$ cat config.mk
export PLATFORM = sky130hd
export DESIGN_NAME = subb_exec_unit
export DESIGN_NICKNAME = d
export VERILOG_FILES = /design/src/rtl/subb_pkg.sv /design/src/rtl/subb_decode.sv /design/src/rtl/subb_alu.sv /design/src/rtl/subb_rst_sync.sv /design/src/rtl/subb_exec_unit.sv
export SDC_FILE = /design/constraint.sdc
export NUM_CORES = 1
export LEC_CHECK = 0
export BUFFER_PORTS_ARGS = -buffer_cell sky130_fd_sc_hd__buf_2
export CORE_MARGIN = 4
export CORE_UTILIZATION = 25
export CTS_CLUSTER_DIAMETER = 60
export DETAILED_ROUTE_END_ITERATION = 7
export PLACE_DENSITY = 0.55
export SYNTH_ARGS = -nofsm -noshare
export SYNTH_HDL_FRONTEND = slang
export SYNTH_SLANG_ARGS = --single-unit
$ cat constraint.sdc
create_clock -name clk -period 4.1 [get_ports clk]
set_input_delay 0.82 -clock clk [delete_from_list [all_inputs] [get_ports clk]]
set_output_delay 0.82 -clock clk [all_outputs]
set_load 0.01 [all_outputs]
$ cat src/rtl/subb_pkg.sv
package subb_pkg;
  typedef enum logic [1:0] {
    PH_DECODE = 2'd0,
    PH_READ   = 2'd1,
    PH_CALC   = 2'd2,
    PH_WRITE  = 2'd3
  } phase_e;

  localparam int FLG_C  = 0;
  localparam int FLG_DC = 1;
  localparam int FLG_Z  = 2;
  localparam int FLG_OV = 3;
  localparam int FLG_N  = 4;
  localparam int FLG_W  = 5;

  localparam int        OPC_W    = 6;
  localparam logic [5:0] OPC_SUBB = 6'b010101;
endpackage

$ cat src/rtl/subb_decode.sv
module subb_decode
  import subb_pkg::*;
#(
  parameter int               INSTR_W = 16,
  parameter int               FADDR_W = 8,
  parameter int               BSR_W   = 4,
  parameter logic [FADDR_W-1:0] ACC_SPLIT = 8'h60,
  parameter logic [BSR_W-1:0]   SFR_BANK  = 4'hF,
  localparam int              ADDR_W  = BSR_W + FADDR_W
) (
  input  logic [INSTR_W-1:0] instr_i,
  input  logic [BSR_W-1:0]   bsr_i,
  output logic               hit_o,
  output logic               dst_file_o,
  output logic               bank_sel_o,
  output logic [ADDR_W-1:0]  addr_o
);
  localparam int D_BIT = FADDR_W + 1;
  localparam int A_BIT = FADDR_W;

  logic [FADDR_W-1:0] f_field;
  logic [BSR_W-1:0]   acc_bank;

  assign f_field    = instr_i[FADDR_W-1:0];
  assign hit_o      = (instr_i[INSTR_W-1 -: OPC_W] == OPC_SUBB);
  assign dst_file_o = instr_i[D_BIT];
  assign bank_sel_o = instr_i[A_BIT];

  always_comb begin
    if (f_field < ACC_SPLIT) acc_bank = '0;
    else                     acc_bank = SFR_BANK;
  end

  always_comb begin
    if (bank_sel_o) addr_o = {bsr_i, f_field};
    else            addr_o = {acc_bank, f_field};
  end
endmodule

$ cat src/rtl/subb_alu.sv
module subb_alu
  import subb_pkg::*;
#(
  parameter int DATA_W = 8,
  localparam int HALF_W = DATA_W / 2
) (
  input  logic [DATA_W-1:0] minu_i,
  input  logic [DATA_W-1:0] subt_i,
  input  logic              carry_i,
  output logic [DATA_W-1:0] res_o,
  output logic [FLG_W-1:0]  flags_o
);
  logic             borrow_in;
  logic [DATA_W:0]  full_diff;
  logic [HALF_W:0]  low_diff;

  assign borrow_in = ~carry_i;

  always_comb begin
    full_diff = {1'b0, minu_i} - {1'b0, subt_i} - {{DATA_W{1'b0}}, borrow_in};
    low_diff  = {1'b0, minu_i[HALF_W-1:0]} - {1'b0, subt_i[HALF_W-1:0]}
              - {{HALF_W{1'b0}}, borrow_in};
    res_o     = full_diff[DATA_W-1:0];

    flags_o          = '0;
    flags_o[FLG_C]   = ~full_diff[DATA_W];
    flags_o[FLG_DC]  = ~low_diff[HALF_W];
    flags_o[FLG_Z]   = (full_diff[DATA_W-1:0] == '0);
    flags_o[FLG_N]   = full_diff[DATA_W-1];
    flags_o[FLG_OV]  = (minu_i[DATA_W-1] ^ subt_i[DATA_W-1])
                     & (minu_i[DATA_W-1] ^ full_diff[DATA_W-1]);
  end
endmodule

$ cat src/rtl/subb_rst_sync.sv
module subb_rst_sync #(
  parameter int STAGES = 2
) (
  input  logic clk,
  input  logic rst_n,
  output logic rst_sync_n
);
  logic [STAGES-1:0] chain_q;
  logic [STAGES-1:0] chain_d;

  always_comb chain_d = {chain_q[STAGES-2:0], 1'b1};

  always_ff @(posedge clk or negedge rst_n) begin
    if (!rst_n) chain_q <= '0;
    else        chain_q <= chain_d;
  end

  assign rst_sync_n = chain_q[STAGES-1];
endmodule

$ cat src/rtl/subb_exec_unit.sv
module subb_exec_unit
  import subb_pkg::*;
#(
  parameter int               DATA_W    = 8,
  parameter int               FADDR_W   = 8,
  parameter int               BSR_W     = 4,
  parameter int               INSTR_W   = 16,
  parameter logic [FADDR_W-1:0] ACC_SPLIT = 8'h60,
  parameter logic [BSR_W-1:0]   SFR_BANK  = 4'hF,
  localparam int              ADDR_W    = BSR_W + FADDR_W
) (
  input  logic               clk,
  input  logic               rst_n,
  input  logic [1:0]         phase_i,
  input  logic [INSTR_W-1:0] instr_i,
  input  logic [DATA_W-1:0]  w_i,
  input  logic [BSR_W-1:0]   bsr_i,
  input  logic               c_i,
  input  logic [DATA_W-1:0]  rf_rdata_i,
  output logic [ADDR_W-1:0]  rf_addr_o,
  output logic [DATA_W-1:0]  rf_wdata_o,
  output logic               rf_we_o,
  output logic [DATA_W-1:0]  w_o,
  output logic               w_we_o,
  output logic [FLG_W-1:0]   status_o,
  output logic               status_we_o
);
  logic rst_sync_n;

  subb_rst_sync #(.STAGES(2)) rst_sync_i (
    .clk        (clk),
    .rst_n      (rst_n),
    .rst_sync_n (rst_sync_n)
  );

  // phase strobes, used as clock enables
  logic en_dec, en_rd, en_calc, in_wr;
  assign en_dec  = (phase_i == PH_DECODE);
  assign en_rd   = (phase_i == PH_READ);
  assign en_calc = (phase_i == PH_CALC);
  assign in_wr   = (phase_i == PH_WRITE);

  // decode stage
  logic              dec_hit, dec_dst, dec_bank;
  logic [ADDR_W-1:0] dec_addr;

  subb_decode #(
    .INSTR_W   (INSTR_W),
    .FADDR_W   (FADDR_W),
    .BSR_W     (BSR_W),
    .ACC_SPLIT (ACC_SPLIT),
    .SFR_BANK  (SFR_BANK)
  ) decode_i (
    .instr_i    (instr_i),
    .bsr_i      (bsr_i),
    .hit_o      (dec_hit),
    .dst_file_o (dec_dst),
    .bank_sel_o (dec_bank),
    .addr_o     (dec_addr)
  );

  logic              hit_q, hit_d;
  logic              dst_q, dst_d;
  logic              bank_q, bank_d;
  logic [ADDR_W-1:0] addr_q, addr_d;

  always_comb begin
    hit_d  = hit_q;
    dst_d  = dst_q;
    bank_d = bank_q;
    addr_d = addr_q;
    if (en_dec) begin
      hit_d  = dec_hit;
      dst_d  = dec_dst;
      bank_d = dec_bank;
      addr_d = dec_addr;
    end
  end

  always_ff @(posedge clk or negedge rst_sync_n) begin
    if (!rst_sync_n) begin
      hit_q  <= 1'b0;
      dst_q  <= 1'b0;
      bank_q <= 1'b0;
      addr_q <= '0;
    end else begin
      hit_q  <= hit_d;
      dst_q  <= dst_d;
      bank_q <= bank_d;
      addr_q <= addr_d;
    end
  end

  // operand read stage
  logic [DATA_W-1:0] opw_q, opw_d, opf_q, opf_d;
  logic              cin_q, cin_d;

  always_comb begin
    opw_d = opw_q;
    opf_d = opf_q;
    cin_d = cin_q;
    if (en_rd) begin
      opw_d = w_i;
      opf_d = rf_rdata_i;
      cin_d = c_i;
    end
  end

  always_ff @(posedge clk or negedge rst_sync_n) begin
    if (!rst_sync_n) begin
      opw_q <= '0;
      opf_q <= '0;
      cin_q <= 1'b0;
    end else begin
      opw_q <= opw_d;
      opf_q <= opf_d;
      cin_q <= cin_d;
    end
  end

  // compute stage
  logic [DATA_W-1:0] alu_res;
  logic [FLG_W-1:0]  alu_flags;

  subb_alu #(.DATA_W(DATA_W)) alu_i (
    .minu_i  (opw_q),
    .subt_i  (opf_q),
    .carry_i (cin_q),
    .res_o   (alu_res),
    .flags_o (alu_flags)
  );

  logic [DATA_W-1:0] res_q, res_d;
  logic [FLG_W-1:0]  flg_q, flg_d;

  always_comb begin
    res_d = res_q;
    flg_d = flg_q;
    if (en_calc) begin
      res_d = alu_res;
      flg_d = alu_flags;
    end
  end

  always_ff @(posedge clk or negedge rst_sync_n) begin
    if (!rst_sync_n) begin
      res_q <= '0;
      flg_q <= '0;
    end else begin
      res_q <= res_d;
      flg_q <= flg_d;
    end
  end

  // write-back stage
  assign rf_addr_o   = addr_q;
  assign rf_wdata_o  = res_q;
  assign w_o         = res_q;
  assign status_o    = flg_q;
  assign rf_we_o     = in_wr & hit_q & dst_q;
  assign w_we_o      = in_wr & hit_q & ~dst_q;
  assign status_we_o = in_wr & hit_q;


  wr_phase_chk: assert property (@(posedge clk) disable iff (!rst_sync_n)
    (rf_we_o || w_we_o || status_we_o) |-> (phase_i == PH_WRITE));


  wr_excl_chk: assert property (@(posedge clk) disable iff (!rst_sync_n)
    status_we_o |-> $countones({rf_we_o, w_we_o}) == 1);


  carry_flag_chk: assert property (@(posedge clk) disable iff (!rst_sync_n)
    status_we_o |-> status_o[FLG_C] ==
      ({1'b0, opw_q} >= ({1'b0, opf_q} + {{DATA_W{1'b0}}, ~cin_q})));


  zero_flag_chk: assert property (@(posedge clk) disable iff (!rst_sync_n)
    status_we_o |-> status_o[FLG_Z] == (rf_wdata_o == '0));


  access_map_chk: assert property (@(posedge clk) disable iff (!rst_sync_n)
    (en_rd && hit_q && !bank_q) |->
      rf_addr_o[ADDR_W-1:FADDR_W] ==
        ((rf_addr_o[FADDR_W-1:0] >= ACC_SPLIT) ? SFR_BANK : '0));


  reset_quiet_chk: assert property (@(posedge clk)
    !rst_sync_n |-> !(rf_we_o || w_we_o || status_we_o));
endmodule

==> impl_metrics.env, run 1 <==
export IMPL_io_pins=77
export IMPL_grt_antenna_before_repair=0
export IMPL_r2r_start="cin_q"
export IMPL_netSwitchingFraction_pct=35.2
export IMPL_most_numerous_cell_types_in_the_synthesized_netlist="45 x sky130_fd_sc_hd__dfrtp_1, 23 x sky130_fd_sc_hd__nand2_1, 22 x sky130_fd_sc_hd__mux2_2"
export IMPL_p_per_area_nw_per_um2=515
export IMPL_floorplan_die_width_um=103
export IMPL_worst_max_slew_pin_slew_ns=1.14
export IMPL_global_route_wire_length_before_repair_mm=7.58
export IMPL_post_synth_inst_count=205
export IMPL_synth_warning_count=0
export IMPL_postCtsResizedCells=0
export IMPL_worstRegToRegCells=9
export IMPL_cts_root_buf="sky130_fd_sc_hd__clkbuf_8"
export IMPL_synth_adder_area_share_pct=9.47
export IMPL_drt_pass1_iter_count=4
export IMPL_drv_cap=0
export IMPL_reg2reg_setup_slack_ns=1.74
export IMPL_report_final_setup_viol=0
export IMPL_area_sequential_um2=1130
export IMPL_p_leak_nw=1.39
export IMPL_htree_levels=2
export IMPL_n_antenna_cell=0
export IMPL_yosysUniqueCellTypes=36
export IMPL_hold_violations=0
export IMPL_finClkSkew_ns=0.00756
export IMPL_groute_usage_overall_pct=9.10
export IMPL_reg2reg_to="rf_wdata_o[6]"
export IMPL_wl_per_cell_um=11.9
export IMPL_floorplan_die_height_um=103
export IMPL_synth_area_leaders="sky130_fd_sc_hd__dfrtp_1 50%, sky130_fd_sc_hd__mux2_2 11%, sky130_fd_sc_hd__ha_1 7.7%"
export IMPL_cts_sinks=45
export IMPL_hold_path_class="input pin to async pin"
export IMPL_cts_inserted_buffers=5
export IMPL_power_total_mw=1.43
export IMPL_final_design_area_no_fill_um2=2780
export IMPL_antenna_left=0
export IMPL_postSynth_topFlopCell="sky130_fd_sc_hd__dfrtp_1"
export IMPL_critPathRequiredTime_ns=4.28
export IMPL_power_share_combinational_pct=40.0
export IMPL_route_final_wire_length_mm=4.54
export IMPL_critical_path_peak_fanout=2
export IMPL_floorplan_die_area_um2=10700
export IMPL_postCtsSetupRepairBufs=0
export IMPL_clk_path_buf_depth=2
export IMPL_numPortBuffers=76
export IMPL_finalCritPeriodShare_pct=57.6
export IMPL_share_seq_of_total_power_pct=42.3
export IMPL_yosysTopAreaCellShare_pct=49.5
export IMPL_dpl_cell_count=374
export IMPL_crit_arrival_ns=2.54
export IMPL_detail_route_iter0_violations=31
export IMPL_number_of_register_bits_inferred_by_synthesis=45
export IMPL_fin_cells=381
export IMPL_synth_seq_area_share_pct=49.5
export IMPL_fin_crit_ns=2.36
export IMPL_final_stage_net_count=330
export IMPL_cell_internal_pwr_mw=0.928
export IMPL_vias_in_the_first_global_route=1573
export IMPL_syn_area_per_cell_um2=11.1
export IMPL_crit_type="flip-flop to flip-flop"
export IMPL_cts_hold_fix_buffers=0
export IMPL_synthMuxAreaShare_pct=11.4
export IMPL_global_route_overflow_total=0
export IMPL_synthesis_nets=262
export IMPL_synth_compound_area_share_pct=9.08
export IMPL_row_count=34
export IMPL_clock_power_share_pct=17.7
export IMPL_yosys_area_share_xor_xnor_pct=4.46
export IMPL_clock_slew_seen_by_the_registers_of_the_worst_setup_and_hold_paths_ns=0.08
export IMPL_finalSetupTns_ns=0
export IMPL_synth_top_area_cell="sky130_fd_sc_hd__dfrtp_1"
export IMPL_slew_headroom_pct=24.0
export IMPL_placed_standard_cell_area_um2=2700
export IMPL_grt_max_degree=44
export IMPL_vdd_drop_max_mv=0.139
export IMPL_synthArstFlopShare_pct=100
export IMPL_post_synth_and_or_nand_nor_area_fraction_pct=8.37
export IMPL_filler_cell_count=920
export IMPL_initial_utilization_pct=25.8
export IMPL_unrepaired_setup_endpoints_after_global_routing="no"
export IMPL_achievable_frequency_ghz=0.424
export IMPL_yosys_cell_count_top_type="sky130_fd_sc_hd__dfrtp_1"
export IMPL_worstSetupEndpointType="flip-flop"
export IMPL_drt_vias_per_instance=4.13
export IMPL_synth_top_family_by_area="multiplexers"
export IMPL_synthesis_area_um2=2270
export IMPL_drc=0
export IMPL_synth_edf_count=0
export IMPL_finalWeightedCongestion=0.686
export IMPL_clock_insertion_delay_worst_skew_ns=0.29
export IMPL_area_growth_synth_to_final_pct=22.2
export IMPL_area_of_combinational_cells_with_multiple_inputs_um2=978
export IMPL_final_layout_size_suffix_gt1_share_pct=39.6
export IMPL_worst_setup_path_start_kind="flip-flop"
export IMPL_cts_tree="built"
export IMPL_coreArea_um2=8810
export IMPL_outcome="complete, no violations"
export IMPL_dp_hpwl_mm=3.68
export IMPL_slew_viol_final=0
export IMPL_power_net_switching_mw=0.503
export IMPL_detailroute_via_count=1575
routing by layer:
metal	routed length (um)	up-vias	GRT usage, %
li1	-	805	-
met3	247	5	2.95
met1	2120	728	11.6
met2	2100	37	14.5
met4	81	0	3.29
met5	0	-	0
logic make-up after synthesis:
kind of cell	Yosys count
multiplexers	23
AO/OA/AOI/OAI	33
adder cells (fa/ha/maj)	16
other	1
buffers and inverters	36
AND/OR/NAND/NOR	41
flip-flops	45
XOR/XNOR	10
critical path, cell delays in order, from the launching register on:
cell and delay [ns]:
sky130_fd_sc_hd__dfrtp_1 0.37, sky130_fd_sc_hd__inv_1 0.09, sky130_fd_sc_hd__fa_1 0.18, sky130_fd_sc_hd__inv_1 0.06, sky130_fd_sc_hd__fa_1 0.40, sky130_fd_sc_hd__nand2b_1 0.19
sky130_fd_sc_hd__a2111oi_2 0.41, sky130_fd_sc_hd__nor2_1 0.11, sky130_fd_sc_hd__xor2_1 0.17, sky130_fd_sc_hd__mux2_1 0.28
power groups by stage:
stage,combinational [mW],sequential [mW],clock [mW]
2_1_floorplan,0.407,0.642,0
3_3_place_gp,0.575,0.619,0
3_5_place_dp,0.580,0.623,0
4_1_cts,0.584,0.613,0.268
5_1_grt,0.655,0.627,0.288
6_report,0.572,0.606,0.253
cell type report:
class,instances,area share (%)
sequential,45,40.6
multi-input combinational,124,35.2
timing repair buffer,76,13.7
tap,108,4.86
inverter,21,2.84
clock buffer,6,2.61
clock inverter,1,0.180
through the flow:
| step | hold slack, ns | util, % | setup slack [ns] |
|---|---|---|---|
| floorplan | 0.331 | - | 1.86 |
| global placement | 0.334 | 30.7 | 1.76 |
| detailed placement | 0.343 | 30.7 | 1.68 |
| CTS | 0.286 | 31.5 | 1.70 |
| global route | 0.274 | 31.5 | 1.50 |
| finish | 0.296 | 31.5 | 1.74 |
state kept, by name (all words and copies together), names as in the netlist:
signal	cells
hit_q	1
opw_q	8
rf_wdata_o	8
cin_q	1
rf_addr_o	12
status_o	4
rst_sync_i.chain_q	2
dst_q	1
opf_q	8
placed cells by master, fill, tap and decap left out, types with 2 or more instances in the layout:
cell type,synthesis,layout
sky130_fd_sc_hd__ha_1,14,14
sky130_fd_sc_hd__nor2_1,6,6
sky130_fd_sc_hd__fa_1,2,2
sky130_fd_sc_hd__o31ai_1,2,2
sky130_fd_sc_hd__buf_2,2,76
sky130_fd_sc_hd__dfrtp_1,45,44
sky130_fd_sc_hd__nand2b_1,2,2
sky130_fd_sc_hd__o21ai_0,14,14
sky130_fd_sc_hd__a21oi_1,9,9
sky130_fd_sc_hd__inv_1,21,21
sky130_fd_sc_hd__nand2_1,23,23
sky130_fd_sc_hd__xnor2_1,3,3
sky130_fd_sc_hd__xor2_1,6,6
sky130_fd_sc_hd__clkbuf_8,0,5
sky130_fd_sc_hd__mux2_2,22,22
worst max path at each step:
stage	from	to	cells past startpoint	slack, ns
finish	cin_q	rf_wdata_o[6]	9	1.74
global route	opw_q[0]	rf_wdata_o[6]	9	1.50
CTS	cin_q	rf_wdata_o[6]	9	1.70
detailed placement	phase_i[0]	rf_addr_o[5]	3	1.68
global placement	opf_q[0]	status_o[2]	8	1.76
floorplan	cin_q	status_o[2]	9	1.86
(Power assumes the default switching activity.)
==> inputs of run 2 (changes only) <==
==> constraint.sdc (replaced) <==
create_clock -name clk -period 2.28 [get_ports clk]
set_input_delay 0.456 -clock clk [delete_from_list [all_inputs] [get_ports clk]]
set_output_delay 0.456 -clock clk [all_outputs]
set_load 0.01 [all_outputs]
==> run 2 against run 1 <==
  * The flow now finishes with violations (setup timing)
  * Sequential power up 78%
  * Hold slack got worse by 0.12 ns
  * Cell count is 2.4% higher
  * Largest power group is now combinational logic
==> impl_metrics.env, run 2 (synthesized netlist as in run 1, its figures left out) <==
export IMPL_drt_pass1_iter_count=4
export IMPL_drt_vias_per_instance=4.17
export IMPL_finalSetupTns_ns=-0.0303
export IMPL_hold_path_class="flip-flop to async pin"
export IMPL_numPortBuffers=76
export IMPL_finalCritPeriodShare_pct=101
export IMPL_n_antenna_cell=0
export IMPL_postCtsSetupRepairBufs=0
export IMPL_p_per_area_nw_per_um2=927
export IMPL_unrepaired_setup_endpoints_after_global_routing="yes"
export IMPL_critPathRequiredTime_ns=2.45
export IMPL_violations="setup timing"
export IMPL_area_growth_synth_to_final_pct=28.0
export IMPL_worst_setup_path_start_kind="flip-flop"
export IMPL_detailroute_via_count=1628
export IMPL_vdd_drop_max_mv=0.302
export IMPL_fin_crit_ns=2.31
export IMPL_achievable_frequency_ghz=0.433
export IMPL_power_share_combinational_pct=43.1
export IMPL_clock_insertion_delay_worst_skew_ns=0.29
export IMPL_drc=0
export IMPL_clock_power_share_pct=16.9
export IMPL_p_leak_nw=1.44
export IMPL_io_pins=77
export IMPL_global_route_overflow_total=0
export IMPL_netSwitchingFraction_pct=35.4
export IMPL_detail_route_iter0_violations=47
export IMPL_max_ffs_per_register=12
export IMPL_worstRegToRegCells=9
export IMPL_grt_max_degree=27
export IMPL_detailedPlace_worstSlack_ns=-0.0863
export IMPL_fin_ws_ns=-0.0303
export IMPL_antenna_left=0
export IMPL_final_layout_size_suffix_gt1_share_pct=45.0
export IMPL_timing_critical_path_max_delay_family="adder cells"
export IMPL_path_depth=9
export IMPL_dpl_cell_count=382
export IMPL_slew_viol_final=0
export IMPL_clock_slew_seen_by_the_registers_of_the_worst_setup_and_hold_paths_ns=0.08
export IMPL_share_seq_of_total_power_pct=40.0
export IMPL_dp_hpwl_mm=3.73
export IMPL_global_route_wire_length_before_repair_mm=7.49
export IMPL_fin_cells=390
export IMPL_worstSetupEndpointType="flip-flop"
export IMPL_vias_in_the_first_global_route=1632
export IMPL_cts_sinks=45
export IMPL_critPathSlowestCell="sky130_fd_sc_hd__fa_1"
export IMPL_cts_root_buf="sky130_fd_sc_hd__clkbuf_8"
export IMPL_clk_path_buf_depth=2
export IMPL_cell_internal_pwr_mw=1.74
export IMPL_power_net_switching_mw=0.955
export IMPL_critical_path_peak_fanout=2
export IMPL_crit_arrival_ns=2.48
export IMPL_worstPathBufferInverterCount=2
export IMPL_cts_tree="built"
export IMPL_cts_inserted_buffers=5
export IMPL_hold_violations=0
export IMPL_grt_antenna_before_repair=0
export IMPL_drv_cap=0
export IMPL_finalWeightedCongestion=0.702
export IMPL_report_final_setup_viol=1
export IMPL_finish_utilization_pct=33.0
export IMPL_floorplan_die_width_um=103
export IMPL_layout_cells_most_common_list="76 x sky130_fd_sc_hd__buf_2, 44 x sky130_fd_sc_hd__dfrtp_1, 23 x sky130_fd_sc_hd__nand2_1"
export IMPL_floorplan_die_area_um2=10700
export IMPL_crit_type="flip-flop to flip-flop"
export IMPL_final_stage_net_count=339
export IMPL_layout_cells_most_common="sky130_fd_sc_hd__buf_2"
export IMPL_timing_critical_path_slowest_cell_delay_ns=0.55
export IMPL_row_count=34
export IMPL_wl_per_cell_um=11.5
export IMPL_coreArea_um2=8810
export IMPL_route_final_wire_length_mm=4.50
export IMPL_outcome="finished with violations"
export IMPL_finClkSkew_ns=0.00768
export IMPL_htree_levels=2
export IMPL_groute_usage_overall_pct=9.01
export IMPL_floorplan_die_height_um=103
export IMPL_initial_utilization_pct=25.8
export IMPL_cp_cell_sequence="inv_2, fa_1, inv_1, ha_2, o2111ai_2, o211ai_1, a31o_1, xor2_2, mux2_2"
==> run 2: area by class of cell <==
cell class / count / area (um2)
Timing Repair Buffer: 85 / 450
Fill cell: 923 / 5900
Clock inverter: 1 / 5.00
Clock buffer: 6 / 72.6
Inverter: 21 / 78.8
Multi-Input combinational cell: 124 / 1040
Sequential cell: 45 / 1130
Tap cell: 108 / 135
==> run 2: power groups by stage <==
stage	Clock (mW)	Combinational (mW)	Sequential, mW
after global placement	0	1.08	1.10
after detailed placement	0	1.09	1.11
final	0.455	1.16	1.08
after CTS	0.483	1.15	1.09
after floorplan	0	0.732	1.15
after global routing	0.517	1.30	1.11
==> run 2: final timing paths <==
check	start	endpoint	slack [ns]
max	opw_q[0]	rf_wdata_o[7]	-0.03
min	rst_sync_i.chain_q[1]	opw_q[2]	0.17
max reg2reg	opw_q[0]	rf_wdata_o[7]	-0.03
min reg2reg	rst_sync_i.chain_q[1]	opw_q[2]	0.17
max in group asynchronous	rst_sync_i.chain_q[1]	rf_wdata_o[6]	1.59
min in group clk	rst_sync_i.chain_q[0]	rst_sync_i.chain_q[1]	0.35
==> run 2: metal layers <==
metal,wire length [um],up-vias,global-route usage (%)
met4,82,0,3.59
met2,2090,37,14.2
li1,-,825,-
met1,2070,760,11.6
met3,261,6,2.68
met5,0,-,0
==> run 2: through the flow <==
| step | hold slack [ns] | area (um2) | power [mW] |
|---|---|---|---|
| after floorplan | 0.160 | 2270 | 1.89 |
| after global placement | 0.185 | 2760 | 2.17 |
| after detailed placement | 0.183 | 2760 | 2.19 |
| after CTS | 0.191 | 2890 | 2.72 |
| after global routing | 0.214 | 2910 | 2.93 |
| final | 0.173 | 2910 | 2.70 |
==> run 2: repair_timing <==
| action | in CTS | in global routing |
|---|---|---|
| endpoints found under the setup margin | 3 | 5 |
| hold endpoints to repair | 2 | 0 |
| hold buffers | 1 | 0 |
| pin swaps | 5 | 5 |
| gates resized for setup | 7 | 6 |
==> inputs of run 3 (changes only) <==
--- a/config.mk
+++ b/config.mk
@@ -6,6 +6,7 @@
 export NUM_CORES = 1
 export LEC_CHECK = 0
 export BUFFER_PORTS_ARGS = -buffer_cell sky130_fd_sc_hd__buf_2
+export CORE_ASPECT_RATIO = 0.7
 export CORE_MARGIN = 4
 export CORE_UTILIZATION = 25
 export CTS_CLUSTER_DIAMETER = 60
==> run 3 against run 2 <==
  * The run still ends with setup timing left
  * Global-route usage up 0.64 points
  * Non-clock buffer count grew 4
  * Sequential power is essentially flat
  * Critical path type unchanged
==> impl_metrics.env, run 3 (synthesized netlist as in run 1, its figures left out) <==
export IMPL_hold_violations=0
export IMPL_route_final_wire_length_mm=4.96
export IMPL_io_pins=77
export IMPL_finalSetupTns_ns=-0.0234
export IMPL_vias_in_the_first_global_route=1631
export IMPL_detailedPlace_worstSlack_ns=-0.0858
export IMPL_numPortBuffers=76
export IMPL_critical_path_peak_fanout=2
export IMPL_finClkSkew_ns=0.00563
export IMPL_wl_per_cell_um=12.2
export IMPL_initial_utilization_pct=26.3
export IMPL_slew_viol_final=0
export IMPL_global_route_wire_length_before_repair_mm=8.09
export IMPL_detailroute_via_count=1656
export IMPL_r2r_start="opf_q[0]"
export IMPL_floorplan_die_height_um=87.8
export IMPL_cts_inserted_buffers=5
export IMPL_worst_setup_path_start_kind="flip-flop"
export IMPL_outcome="finished with violations"
export IMPL_crit_arrival_ns=2.47
export IMPL_final_design_area_no_fill_um2=3080
export IMPL_violations="setup timing"
export IMPL_dp_hpwl_mm=3.91
export IMPL_detail_route_iter0_violations=37
export IMPL_worstSetupEndpointType="flip-flop"
export IMPL_grt_antenna_before_repair=0
export IMPL_p_leak_nw=1.50
export IMPL_drc=0
export IMPL_fin_ws_ns=-0.0234
export IMPL_drv_cap=0
export IMPL_crit_type="flip-flop to flip-flop"
export IMPL_floorplan_die_width_um=122
export IMPL_vdd_drop_max_mv=0.402
export IMPL_antenna_left=0
export IMPL_finalCritPeriodShare_pct=101
export IMPL_cts_root_buf="sky130_fd_sc_hd__clkbuf_16"
export IMPL_critPathRequiredTime_ns=2.44
export IMPL_floorplan_die_area_um2=10700
export IMPL_cts_tree="built"
export IMPL_fin_cells=407
export IMPL_critPathSlowestCell="sky130_fd_sc_hd__fa_2"
export IMPL_drt_vias_per_instance=4.07
export IMPL_report_final_setup_viol=1
export IMPL_clock_insertion_delay_worst_skew_ns=0.28
export IMPL_p_per_area_nw_per_um2=1050
export IMPL_layout_cells_most_common="sky130_fd_sc_hd__buf_2"
export IMPL_htree_levels=2
export IMPL_achievable_frequency_ghz=0.434
export IMPL_final_stage_net_count=343
export IMPL_groute_usage_overall_pct=9.65
export IMPL_unrepaired_setup_endpoints_after_global_routing="yes"
export IMPL_final_layout_size_suffix_gt1_share_pct=47.4
export IMPL_layout_cells_most_common_list="76 x sky130_fd_sc_hd__buf_2, 44 x sky130_fd_sc_hd__dfrtp_1, 23 x sky130_fd_sc_hd__nand2_1"
export IMPL_global_route_overflow_total=0
export IMPL_grt_max_degree=30
export IMPL_cp_cell_sequence="fa_2, inv_2, ha_4, o2111ai_2, o211ai_1, a31o_1, xor2_2, mux2_4"
export IMPL_fin_hold_ws_ns=0.163
export IMPL_finish_utilization_pct=35.6
export IMPL_hold_path_class="flip-flop to async pin"
export IMPL_timing_critical_path_slowest_cell_delay_ns=0.59
export IMPL_fin_crit_ns=2.30
export IMPL_max_ffs_per_register=12
export IMPL_cts_sinks=45
export IMPL_row_count=28
export IMPL_power_total_mw=3.22
export IMPL_area_growth_synth_to_final_pct=35.4
export IMPL_n_antenna_cell=0
export IMPL_cp_startpoint="opf_q[0]"
export IMPL_finalWeightedCongestion=0.720
export IMPL_clk_path_buf_depth=2
export IMPL_dpl_cell_count=394
export IMPL_drt_pass1_iter_count=4
export IMPL_clock_slew_seen_by_the_registers_of_the_worst_setup_and_hold_paths_ns=0.06
export IMPL_placed_standard_cell_area_um2=2780
export IMPL_coreArea_um2=8650
run 3: changes by cell type in the layout (fill, tap and decap cells not counted), moves of 2 or more:
| cell | delta |
|---|---|
| sky130_fd_sc_hd__inv_1 | -2 |
| sky130_fd_sc_hd__fa_2 | +2 |
| sky130_fd_sc_hd__buf_4 | +4 |
| sky130_fd_sc_hd__clkbuf_16 | +5 |
| sky130_fd_sc_hd__ha_1 | -2 |
| sky130_fd_sc_hd__clkbuf_8 | -4 |
| sky130_fd_sc_hd__ha_4 | +3 |
| sky130_fd_sc_hd__inv_2 | +2 |
| sky130_fd_sc_hd__fa_1 | -2 |
run 3: worst max-delay path, delay by kind of cell, from the launching register on:
kind	cells	cell delay (ns)
multiplexers	1	0.27
flip-flops	1	0.40
buffers and inverters	1	0.05
AO/OA/AOI/OAI	3	0.56
XOR/XNOR	1	0.17
adder cells (fa/ha/maj)	2	0.74
run 3: timing repair:
| item | in CTS | in global routing |
|---|---|---|
| hold buffers | 1 | 0 |
| cloned | 0 | 0 |
| endpoints found under the hold margin | 2 | 0 |
| endpoints found under the setup margin | 4 | 6 |
| buffers inserted | 4 | 0 |
| pin swaps | 6 | 7 |
| resized for setup | 8 | 11 |
run 3: where the power goes:
part,switching (mW),total [mW],internal (mW)
combinational,0.645,1.29,0.648
clock,0.297,0.843,0.547
sequential,0.113,1.09,0.974
total,1.05,3.22,2.17
run 3: worst paths after layout:
| kind | endpoint | slack (ns) | depth (start not counted) |
|---|---|---|---|
| min in group clk | rst_sync_i.chain_q[1] | 0.35 | 0 |
| worst max-delay path | rf_wdata_o[7] | -0.02 | 8 |
| worst min-delay path | rf_addr_o[7] | 0.16 | 0 |
| max in group asynchronous | status_o[1] | 1.42 | 1 |
| worst max register to register | rf_wdata_o[7] | -0.02 | 8 |
| worst min register to register | rf_addr_o[7] | 0.16 | 0 |
run 3: layer usage:
metal  wire [um]  track usage, %
met4          66            3.36
met2        2060            13.7
met1        2480            13.7
met3         350            3.23
met5           0               0
run 3: final cells by class:
| type | count | area, um2 |
|---|---|---|
| multi-input cells | 124 | 1060 |
| inverters | 21 | 78.8 |
| fillers | 910 | 5580 |
| clock inverters | 2 | 37.5 |
| repair buffers | 89 | 480 |
| clock buffers | 6 | 139 |
| well taps | 120 | 150 |
| flip-flops and latches | 45 | 1130 |
